## src/rtl/ibq_pkg.sv

```systemverilog
// Shared widths and address arithmetic for the instruction prefetch queue.
package ibq_pkg;
    localparam int SEG_W  = 16;
    localparam int OFS_W  = 16;
    localparam int ADDR_W = 20;
    localparam int WORD_W = 16;
    localparam int BYTE_W = 8;

    // Segment shifted by the address-width surplus plus the offset, truncated.
    function automatic logic [ADDR_W-1:0] seg_to_phys(input logic [SEG_W-1:0] seg,
                                                      input logic [OFS_W-1:0] ofs);
        return {seg, {(ADDR_W-SEG_W){1'b0}}} + {{(ADDR_W-OFS_W){1'b0}}, ofs};
    endfunction
endpackage

```

## src/rtl/ibq_addr_gen.sv

```systemverilog
// Forms the word-aligned physical fetch address from segment and offset.
// Assumes the memory returns the whole aligned word that holds the offset.
module ibq_addr_gen
    import ibq_pkg::*;
(
    input  logic [SEG_W-1:0]  seg,
    input  logic [OFS_W-1:0]  ofs,
    output logic [ADDR_W-1:0] word_addr
);
    logic [ADDR_W-1:0] phys;

    // Physical address with the byte-select bit cleared.
    always_comb begin
        phys      = seg_to_phys(seg, ofs);
        word_addr = {phys[ADDR_W-1:1], 1'b0};
    end
endmodule

```

## src/rtl/ibq_fifo.sv

```systemverilog
// Circular byte queue of DEPTH entries: up to two pushes (first, second in
// order) and one pop per cycle. Assumes the caller never pushes beyond the
// free space; a pop on an empty queue is ignored. clr wins over push and pop.
module ibq_fifo #(
    parameter int DEPTH = 6,
    parameter int LVL_W = $clog2(DEPTH + 1),
    parameter int IDX_W = $clog2(DEPTH)
) (
    input  logic             clk,
    input  logic             rst_n,
    input  logic             clr,
    input  logic [1:0]       push_n,
    input  logic [7:0]       b0,
    input  logic [7:0]       b1,
    input  logic             pop,
    output logic [7:0]       head,
    output logic [LVL_W-1:0] level,
    output logic             nonempty
);
    logic [7:0]       slot_q [DEPTH];
    logic [IDX_W-1:0] rd_q, wr_q, wr1;
    logic [LVL_W-1:0] level_q;
    logic             we0, we1, do_pop;

    function automatic logic [IDX_W-1:0] nxt(input logic [IDX_W-1:0] i);
        return (i == IDX_W'(DEPTH - 1)) ? '0 : i + 1'b1;
    endfunction

    // Write enables, second write slot and effective pop.
    always_comb begin
        we0    = (push_n != 2'd0);
        we1    = (push_n == 2'd2);
        wr1    = nxt(wr_q);
        do_pop = pop && (level_q != '0);
    end

    // Data slots: the first byte goes to wr_q, the second to the slot after it.
    always_ff @(posedge clk) begin
        for (int i = 0; i < DEPTH; i++) begin
            if (!clr && we0 && wr_q == IDX_W'(i))
                slot_q[i] <= b0;
            else if (!clr && we1 && wr1 == IDX_W'(i))
                slot_q[i] <= b1;
        end
    end

    // Pointers and fill level.
    always_ff @(posedge clk) begin
        if (!rst_n || clr) begin
            rd_q    <= '0;
            wr_q    <= '0;
            level_q <= '0;
        end else begin
            wr_q    <= we1 ? nxt(wr1) : (we0 ? wr1 : wr_q);
            rd_q    <= do_pop ? nxt(rd_q) : rd_q;
            level_q <= level_q + LVL_W'(push_n) - LVL_W'(do_pop);
        end
    end

    assign head     = slot_q[rd_q];
    assign level    = level_q;
    assign nonempty = (level_q != '0);
endmodule

```

## src/rtl/ibq_fetch_ctrl.sv

```systemverilog
// Fetch sequencer: owns the fetch offset and a single outstanding word fetch.
// Issues only when the queue, counting the fetch in flight as two bytes, has
// two free slots. Turns a response into one or two byte pushes, and drops a
// response that belongs to a fetch overtaken by a flush.
module ibq_fetch_ctrl
    import ibq_pkg::*;
#(
    parameter int DEPTH = 6,
    parameter int LVL_W = $clog2(DEPTH + 1)
) (
    input  logic              clk,
    input  logic              rst_n,
    input  logic              flush,
    input  logic [OFS_W-1:0]  flush_ofs,
    input  logic [LVL_W-1:0]  level,
    input  logic              rsp_valid,
    input  logic [WORD_W-1:0] rsp_data,
    output logic              issue,
    output logic [OFS_W-1:0]  ofs,
    output logic [1:0]        push_n,
    output logic [7:0]        push_b0,
    output logic [7:0]        push_b1
);
    localparam logic [LVL_W:0] USED_MAX = (LVL_W+1)'(DEPTH - 2);

    logic [OFS_W-1:0] ofs_q;
    logic             inflight_q, odd_q, discard_q, accept;
    logic [LVL_W:0]   used;

    // Slot accounting and issue decision.
    always_comb begin
        used  = (LVL_W+1)'(level) + (inflight_q ? (LVL_W+1)'(2) : '0);
        issue = rst_n && !flush && !inflight_q && (used <= USED_MAX);
    end

    // Response to byte pushes: an odd fetch keeps only the upper byte.
    always_comb begin
        accept  = rsp_valid && inflight_q && !discard_q && !flush;
        push_n  = accept ? (odd_q ? 2'd1 : 2'd2) : 2'd0;
        push_b0 = odd_q ? rsp_data[15:8] : rsp_data[7:0];
        push_b1 = rsp_data[15:8];
    end

    // Offset, outstanding-fetch and discard state.
    always_ff @(posedge clk) begin
        if (!rst_n) begin
            ofs_q      <= '0;
            inflight_q <= 1'b0;
            odd_q      <= 1'b0;
            discard_q  <= 1'b0;
        end else begin
            if (flush)
                ofs_q <= flush_ofs;
            else if (issue)
                ofs_q <= ofs_q + (ofs_q[0] ? OFS_W'(1) : OFS_W'(2));
            if (issue) begin
                inflight_q <= 1'b1;
                odd_q      <= ofs_q[0];
            end else if (rsp_valid) begin
                inflight_q <= 1'b0;
            end
            if (rsp_valid)
                discard_q <= 1'b0;
            else if (flush && inflight_q)
                discard_q <= 1'b1;
        end
    end

    assign ofs = ofs_q;
endmodule

```

## src/rtl/ibq_prefetcher.sv

```systemverilog
// Instruction prefetch unit: fetch sequencer, address generator and byte
// queue. Assumes memory answers each request exactly once with mem_rvalid,
// at least one cycle after the request, and that flush is a single-cycle pulse.
module ibq_prefetcher
    import ibq_pkg::*;
#(
    parameter int DEPTH = 6
) (
    input  logic              clk,
    input  logic              rst_n,
    input  logic [SEG_W-1:0]  code_seg,
    input  logic              flush,
    input  logic [OFS_W-1:0]  flush_ofs,
    output logic              mem_req,
    output logic [ADDR_W-1:0] mem_addr,
    input  logic              mem_rvalid,
    input  logic [WORD_W-1:0] mem_rdata,
    output logic              q_valid,
    output logic [7:0]        q_byte,
    input  logic              q_pop
);
    localparam int LVL_W = $clog2(DEPTH + 1);

    logic [LVL_W-1:0] fill_level;
    logic [OFS_W-1:0] fetch_ofs;
    logic [1:0]       push_n;
    logic [7:0]       push_b0, push_b1;

    ibq_fetch_ctrl #(.DEPTH(DEPTH), .LVL_W(LVL_W)) u_ctrl (
        .clk       (clk),
        .rst_n     (rst_n),
        .flush     (flush),
        .flush_ofs (flush_ofs),
        .level     (fill_level),
        .rsp_valid (mem_rvalid),
        .rsp_data  (mem_rdata),
        .issue     (mem_req),
        .ofs       (fetch_ofs),
        .push_n    (push_n),
        .push_b0   (push_b0),
        .push_b1   (push_b1)
    );

    ibq_addr_gen u_addr (
        .seg       (code_seg),
        .ofs       (fetch_ofs),
        .word_addr (mem_addr)
    );

    ibq_fifo #(.DEPTH(DEPTH), .LVL_W(LVL_W)) u_fifo (
        .clk      (clk),
        .rst_n    (rst_n),
        .clr      (flush),
        .push_n   (push_n),
        .b0       (push_b0),
        .b1       (push_b1),
        .pop      (q_pop),
        .head     (q_byte),
        .level    (fill_level),
        .nonempty (q_valid)
    );
endmodule

```

## config.mk

```make
export PLATFORM = sky130hd
export DESIGN_NAME = ibq_prefetcher
export DESIGN_NICKNAME = d
export VERILOG_FILES = /design/src/rtl/ibq_pkg.sv /design/src/rtl/ibq_addr_gen.sv /design/src/rtl/ibq_fifo.sv /design/src/rtl/ibq_fetch_ctrl.sv /design/src/rtl/ibq_prefetcher.sv
export SDC_FILE = /design/constraint.sdc
export NUM_CORES = 1
export LEC_CHECK = 0
export ABC_AREA = 0
export BUFFER_PORTS_ARGS = -buffer_cell sky130_fd_sc_hd__buf_2
export CORE_UTILIZATION = 52
export DETAILED_ROUTE_END_ITERATION = 8
export MAX_ROUTING_LAYER = met4
export PLACE_DENSITY = 0.75
export SLEW_MARGIN = 0
export SYNTH_ARGS = -nofsm -noshare
export SYNTH_HDL_FRONTEND = slang
export SYNTH_SLANG_ARGS = --single-unit
```

## constraint.sdc

```tcl
create_clock -name clk -period 2.7 [get_ports clk]
set_input_delay 0.54 -clock clk [delete_from_list [all_inputs] [get_ports clk]]
set_output_delay 0.54 -clock clk [all_outputs]
set_load 0.005 [all_outputs]
```

# Word level (Yosys, flattened, before mapping)
# Memories as Yosys holds them, arrays and structs flattened. A register that Yosys moved wholly into a read port is not among the register bits.
# Index checks and enable logic that the tools add are counted.
# Widths: inputs -> output; s select.
dict set report classes {
  n_addsub 8
  order_cmp 1
  eq_ne 12
  mux 64
  bitwise_logic 7
  n_reduce_logical 39
}
# op count
set ops {}
lappend ops {{$mux 8} 11}
lappend ops {{$mux 1} 36}
lappend ops {{$mux 3} 11}
lappend ops {{$mux 16} 2}
lappend ops {{$reduce_or 8->1} 4}
lappend ops {{$logic_and 1x1->1} 22}
lappend ops {{$add 20x16->20} 1}
lappend ops {{$add 16x16->16} 1}
lappend ops {{$eq 3x3->1 const B} 5}
lappend ops {{$eq 3x2->1 const B} 4}
lappend ops {{$add 3x1->3 const B} 3}
lappend ops {{$mux 2} 4}
lappend ops {{$reduce_bool 2->1} 4}
lappend ops {{$eq 3x1->1 const B} 2}
lappend ops {{$logic_not 3->1} 2}
lappend ops {{$or 1x1->1} 6}
lappend ops {{$add 3x4->4} 1}
lappend ops {{$le 4x3->1 const B} 1}
lappend ops {{$logic_not 1->1} 4}
lappend ops {{$add 3x2->3} 1}
lappend ops {{$reduce_bool 3->1} 1}
lappend ops {{$sub 3x1->3} 1}
lappend ops {{$eq 2x2->1 const B} 1}
lappend ops {{$reduce_or 2->1} 1}
lappend ops {{2 further kinds} 2}
dict set report totals {
  reg_bits 28
  mem_bits_rw 48
  inputBits 53
  out_inout_bits 30
  word_cells 139
  n_memories 1
}
# memory words width read_ports rd_ports_with_merged_regs write_ports line
set mem_list {}
lappend mem_list {u_fifo.slot_q 6 8 1 1 2 ibq_fifo.sv:20} ;# logic [7:0] slot_q [DEPTH];

# Depth between registers and ports, before layout
dict set report logic_depth {
  word_depth 14
  ltp_mapped 10
  ltp_nobuf 9
}

# By module
# Synthesis repeated with hierarchy kept, for this count alone.
dict set report hier_totals {
  cells_unflattened 471
  area_unflattened_um2 5177.5
}
# module instances cells_each area_per_inst_um2 seq_area_each_um2
set modules_own_cells {}
lappend modules_own_cells {ibq_fifo 1 212 3106.7 1681.6}
lappend modules_own_cells {ibq_fetch_ctrl 1 158 1320.0 380.4}
lappend modules_own_cells {ibq_addr_gen 1 101 750.7 0.0}

# Least setup slack after synthesis
# No wires, ideal clock.
dict set report synth_timing {
  kind {input-to-output}
  start {input port code_seg[0]}
  end {output port mem_addr[18]}
  arrival_time_ns 2.325
  required_ns 2.160
  setup_slack_ns -0.165
  stages 8
  path_buffers 0
  path_cell_list {ha_1 -> inv_1 -> fa_1 -> nor2b_4 -> o31a_1 -> o31a_1 -> or4b_2 -> o311ai_0}
}
dict set report synth_between {
  elab_chain_cells 1
}
# item line
set synth_rtl {}
lappend synth_rtl {{start: declaration} ibq_prefetcher.sv:11} ;# input logic [SEG_W-1:0] code_seg,
lappend synth_rtl {{$add 20x16->20} ibq_pkg.sv:12} ;# return {seg, {(ADDR_W-SEG_W){1'b0}}} + {{(ADDR_W-OFS_W){1'b0}}, ofs};
lappend synth_rtl {{end: declaration} ibq_prefetcher.sv:15} ;# output logic [ADDR_W-1:0] mem_addr,
# No other way between the ends.

# Worst setup path in the final report
dict set report layout_timing {
  start {register u_ctrl.ofs_q[4], in the netlist u_ctrl.ofs[4]}
  end {output port mem_addr[16]}
}
dict set report layout_between {
  elab_chain_cells 1
}
# item line
set layout_rtl {}
lappend layout_rtl {{start: declaration} ibq_fetch_ctrl.sv:26} ;# logic [OFS_W-1:0] ofs_q;
lappend layout_rtl {{start signal: assignment} ibq_fetch_ctrl.sv:53} ;# ofs_q <= flush_ofs;
lappend layout_rtl {{start signal: assignment} ibq_fetch_ctrl.sv:55} ;# ofs_q <= ofs_q + (ofs_q[0] ? OFS_W'(1) : OFS_W'(2));
lappend layout_rtl {{$add 20x16->20} ibq_pkg.sv:12}
# No other way between the ends.

==> impl_results.md <==
* Routed WL at between 10000 and 15000 um
* Final #Nets at 669
* Total power at approximately 3 mW
* Top cell type's share of synthesized area at 0.2908
* Worst endpoint data arrival time at 2.50 ns
* Vias per Instance at 5.821
* Antenna viol nets, final at 0
* Hold buffer count at CTS at 0
* Yosys top cell by area: edfxtp_1
* Final setup viols at 4
* Slew margin rel. at 0.4550
* Clk_lat worst skew at 0.36 ns
* Ports at 83
* Kind of critical path: reg -> out
* Initial antenna violation count at 0
* Clk sinks at between 70 and 80
* RSZ-0062 raised after global routing: yes
* Power Dens Cells at 464.6 nW/um^2
* Yosys cell types at 66
* Input/output buffers at 81
* CTS H-Tree Depth at 3
* Routed len/inst at 17.24 um
* Final Slew Violations at 0
* Final cell count without fillers at 727
* Die ar. at 9928 um^2
* Post-synthesis average cell area at 10.55 um^2
* Initial core utilization at 0.5365
* Leak pwr at 2.463 nW
* Multi-input combinational cell area at 2939 um^2
* Syn. warnings at 0
* Seq cells post-synth at just under 80
* Post-synthesis instance area at ~5000 um^2
* Met2 wire length at ~6400 um
* Root Driver: clkbuf_8
* Routability cong. at around 0.87
* Top post-synthesis cells by area: edfxtp_1 (29%), dfxtp_1 (13%), mux2_2 (11%)
* Seq. cell area at between 2000 and 2500 um^2
* CTS buffer count at 9
* Post-Route Skew at approximately 0.012 ns
* DP Wirelength at 8644 um
* Final hold viol count at 0
* Met1 wire length at 5297 um
* Async SR Flop Fraction at 0
* Status: complete, but fails checks
* Period utilization at 1.126
* Fraction of layout cells with a size suffix above 1 at 0.4365
* Dominant synthesized flop cell: edfxtp_1
* Die X at 99.64 um
* First-pass GRT wire length at 19290 um
* Via count at ~4.2k
* GRT Util Overall at 0.2628
* Setup ws final at -0.3402 ns
* Core ar. at 9240 um^2
* Critical Path Fanout Max at 3
* Peak supply drop at 279.2 uV
* # DRC at 0
* Fillers at 717
* Worst setup SP type: register
* Gate count of the mapped netlist at 470
* Max capacitance violation total at 0
* Rows at 35
* Grt ovf at 0
* Initial DRT Pass Iterations at 5
* Worst-path clk slew at roughly 0.090 ns
* Most common cell after layout, fill and taps aside: buf_2
* Clock tree buffer depth at 2
* Type of destination of the critical path: primary output
* Worst Path Required at 2.16 ns
* Syn_nets at 546
* Failing checks: setup timing
* Met3 WL at 644 um
* CTS tree: built
* Number of cells after detailed placement at 702
* Slew @ Worst Pin at 0.8145 ns
* Vias in the first global route at 3934
* Fin crit period at 3.040 ns
* Min-Delay Path Class: in -> reg
* Die Span Y at 99.64 um
* ANT cells at 0
* Highest routed layer: met4
* Seq/Total Area, Yosys at 0.4160
* Commonest cells after routing, fill and taps aside: buf_2 (81), buf_4 (51), mux2_2 (49), edfxtp_1 (48), nor2_1 (40)
* Largest net degree at the start of global routing at 23
* Number of flops mapped to enable cells by yosys at 48
* Max Clk Rate at 0.3289 GHz
* DRT iter0 DRCs at 257
* Layout area overhead at 27.66%
-- Yosys cell counts (5+ instances only) --
cell,n
mux2_2,49
edfxtp_1,48
nor2_1,41
a21oi_1,33
dfxtp_1,31
nand2_1,27
ha_1,21
inv_1,19
o21ai_0,17
clkbuf_1,14
xnor2_1,13
mux2i_1,12
nor3_1,11
nand3_1,10
mux4_2,8
a21boi_0,7
and3_1,6
o211ai_1,6
buf_2,5
nand4_1,5
o21a_1,5
o31a_1,5
-- report_power, final --
group          internal [mW]  total [mW]  switching, mW
clock network          0.534        1.01          0.477
logic                  0.308       0.599          0.291
registers               1.30        1.33         0.0279
total                   2.14        2.94          0.796
-- per-layer routing --
metal,GRT usage,vias up
li1,-,2014
met1,0.3075,2053
met2,0.4546,147
met3,0.05762,18
met4,0.07466,0
met5,-,-
-- timing repair --
item                                    CTS  global route
gates resized for setup                  27            35
setup buffers                             2            10
pin swaps                                10            18
cloned                                    0             0
endpoints found under the setup margin    9            10
-- critical path, stage by stage, from the launching register on --
cell	delay, ns
dfxtp_2	0.34
ha_4	0.16
inv_2	0.05
fa_2	0.22
nor2b_4	0.05
o31a_1	0.25
o31a_1	0.28
or4b_1	0.52
and3_1	0.17
buf_2	0.12
-- through the flow --
stage / utilization / area (um^2) / TNS [ns] / hold slack, ns / setup WS (ns)
final: 0.6849 / 6329 / -0.8049 / 0.4009 / -0.3402
after global routing: 0.6849 / 6329 / -1.364 / 0.3839 / -0.4011
after CTS: 0.6620 / 6117 / -1.123 / 0.3916 / -0.4159
after detailed placement: 0.6252 / 5777 / -1.046 / 0.5217 / -0.3369
after global placement: 0.6252 / 5777 / -0.8119 / 0.5089 / -0.3177
after floorplan: - / 4972 / -0.03432 / 0.4726 / -0.03336
-- final cells by class --
cell class,count,area share
flip-flops and latches,79,0.3290
repair buffers,137,0.1335
multi-input cells,347,0.4644
clock inverters,7,0.01621
clock buffers,9,0.01957
well taps,129,0.02550
inverters,19,0.01186
-- state kept, by name, summed over array words and instances, names as in the netlist, named ones only --
signal,flops
u_fifo.slot_q,48
u_fifo.wr_q,3
u_ctrl.discard_q,1
u_fifo.rd_q,3
u_ctrl.ofs,16
u_ctrl.odd_q,1
u_ctrl.inflight_q,1
u_fifo.level,3
-- final timing paths --
| kind | from | to | slack (ns) | depth (start not counted) |
|---|---|---|---|---|
| hold reg to reg | u_ctrl.discard_q$_SDFFE_PP0P_ | u_ctrl.discard_q$_SDFFE_PP0P_ | 0.54 | 2 |
| hold / removal | flush_ofs[4] | u_ctrl.ofs[4]$_SDFFE_PN0P_ | 0.40 | 2 |
| setup reg to reg | u_fifo.wr_q[2]$_SDFFE_PP0P_ | u_fifo.slot_q[5][3]$_DFFE_PP_ | 0.27 | 6 |
| setup / recovery | u_ctrl.ofs[4]$_SDFFE_PN0P_ | mem_addr[16] | -0.34 | 9 |
-- kinds of logic (layout without fill, tap and decap cells) --
group | Yosys count | count (layout) | synth area share
AO/OA/AOI/OAI | 109 | 109 | 0.1509
XOR/XNOR | 17 | 17 | 0.03003
adder cells (fa/ha/maj) | 23 | 23 | 0.06108
buffers and inverters | 44 | 172 | 0.03761
flip-flops | 79 | 79 | 0.4160
multiplexers | 69 | 69 | 0.1719
other | 1 | 1 | 0.0007565
AND/OR/NAND/NOR | 128 | 128 | 0.1318
Power figures use the tool's default switching activity.
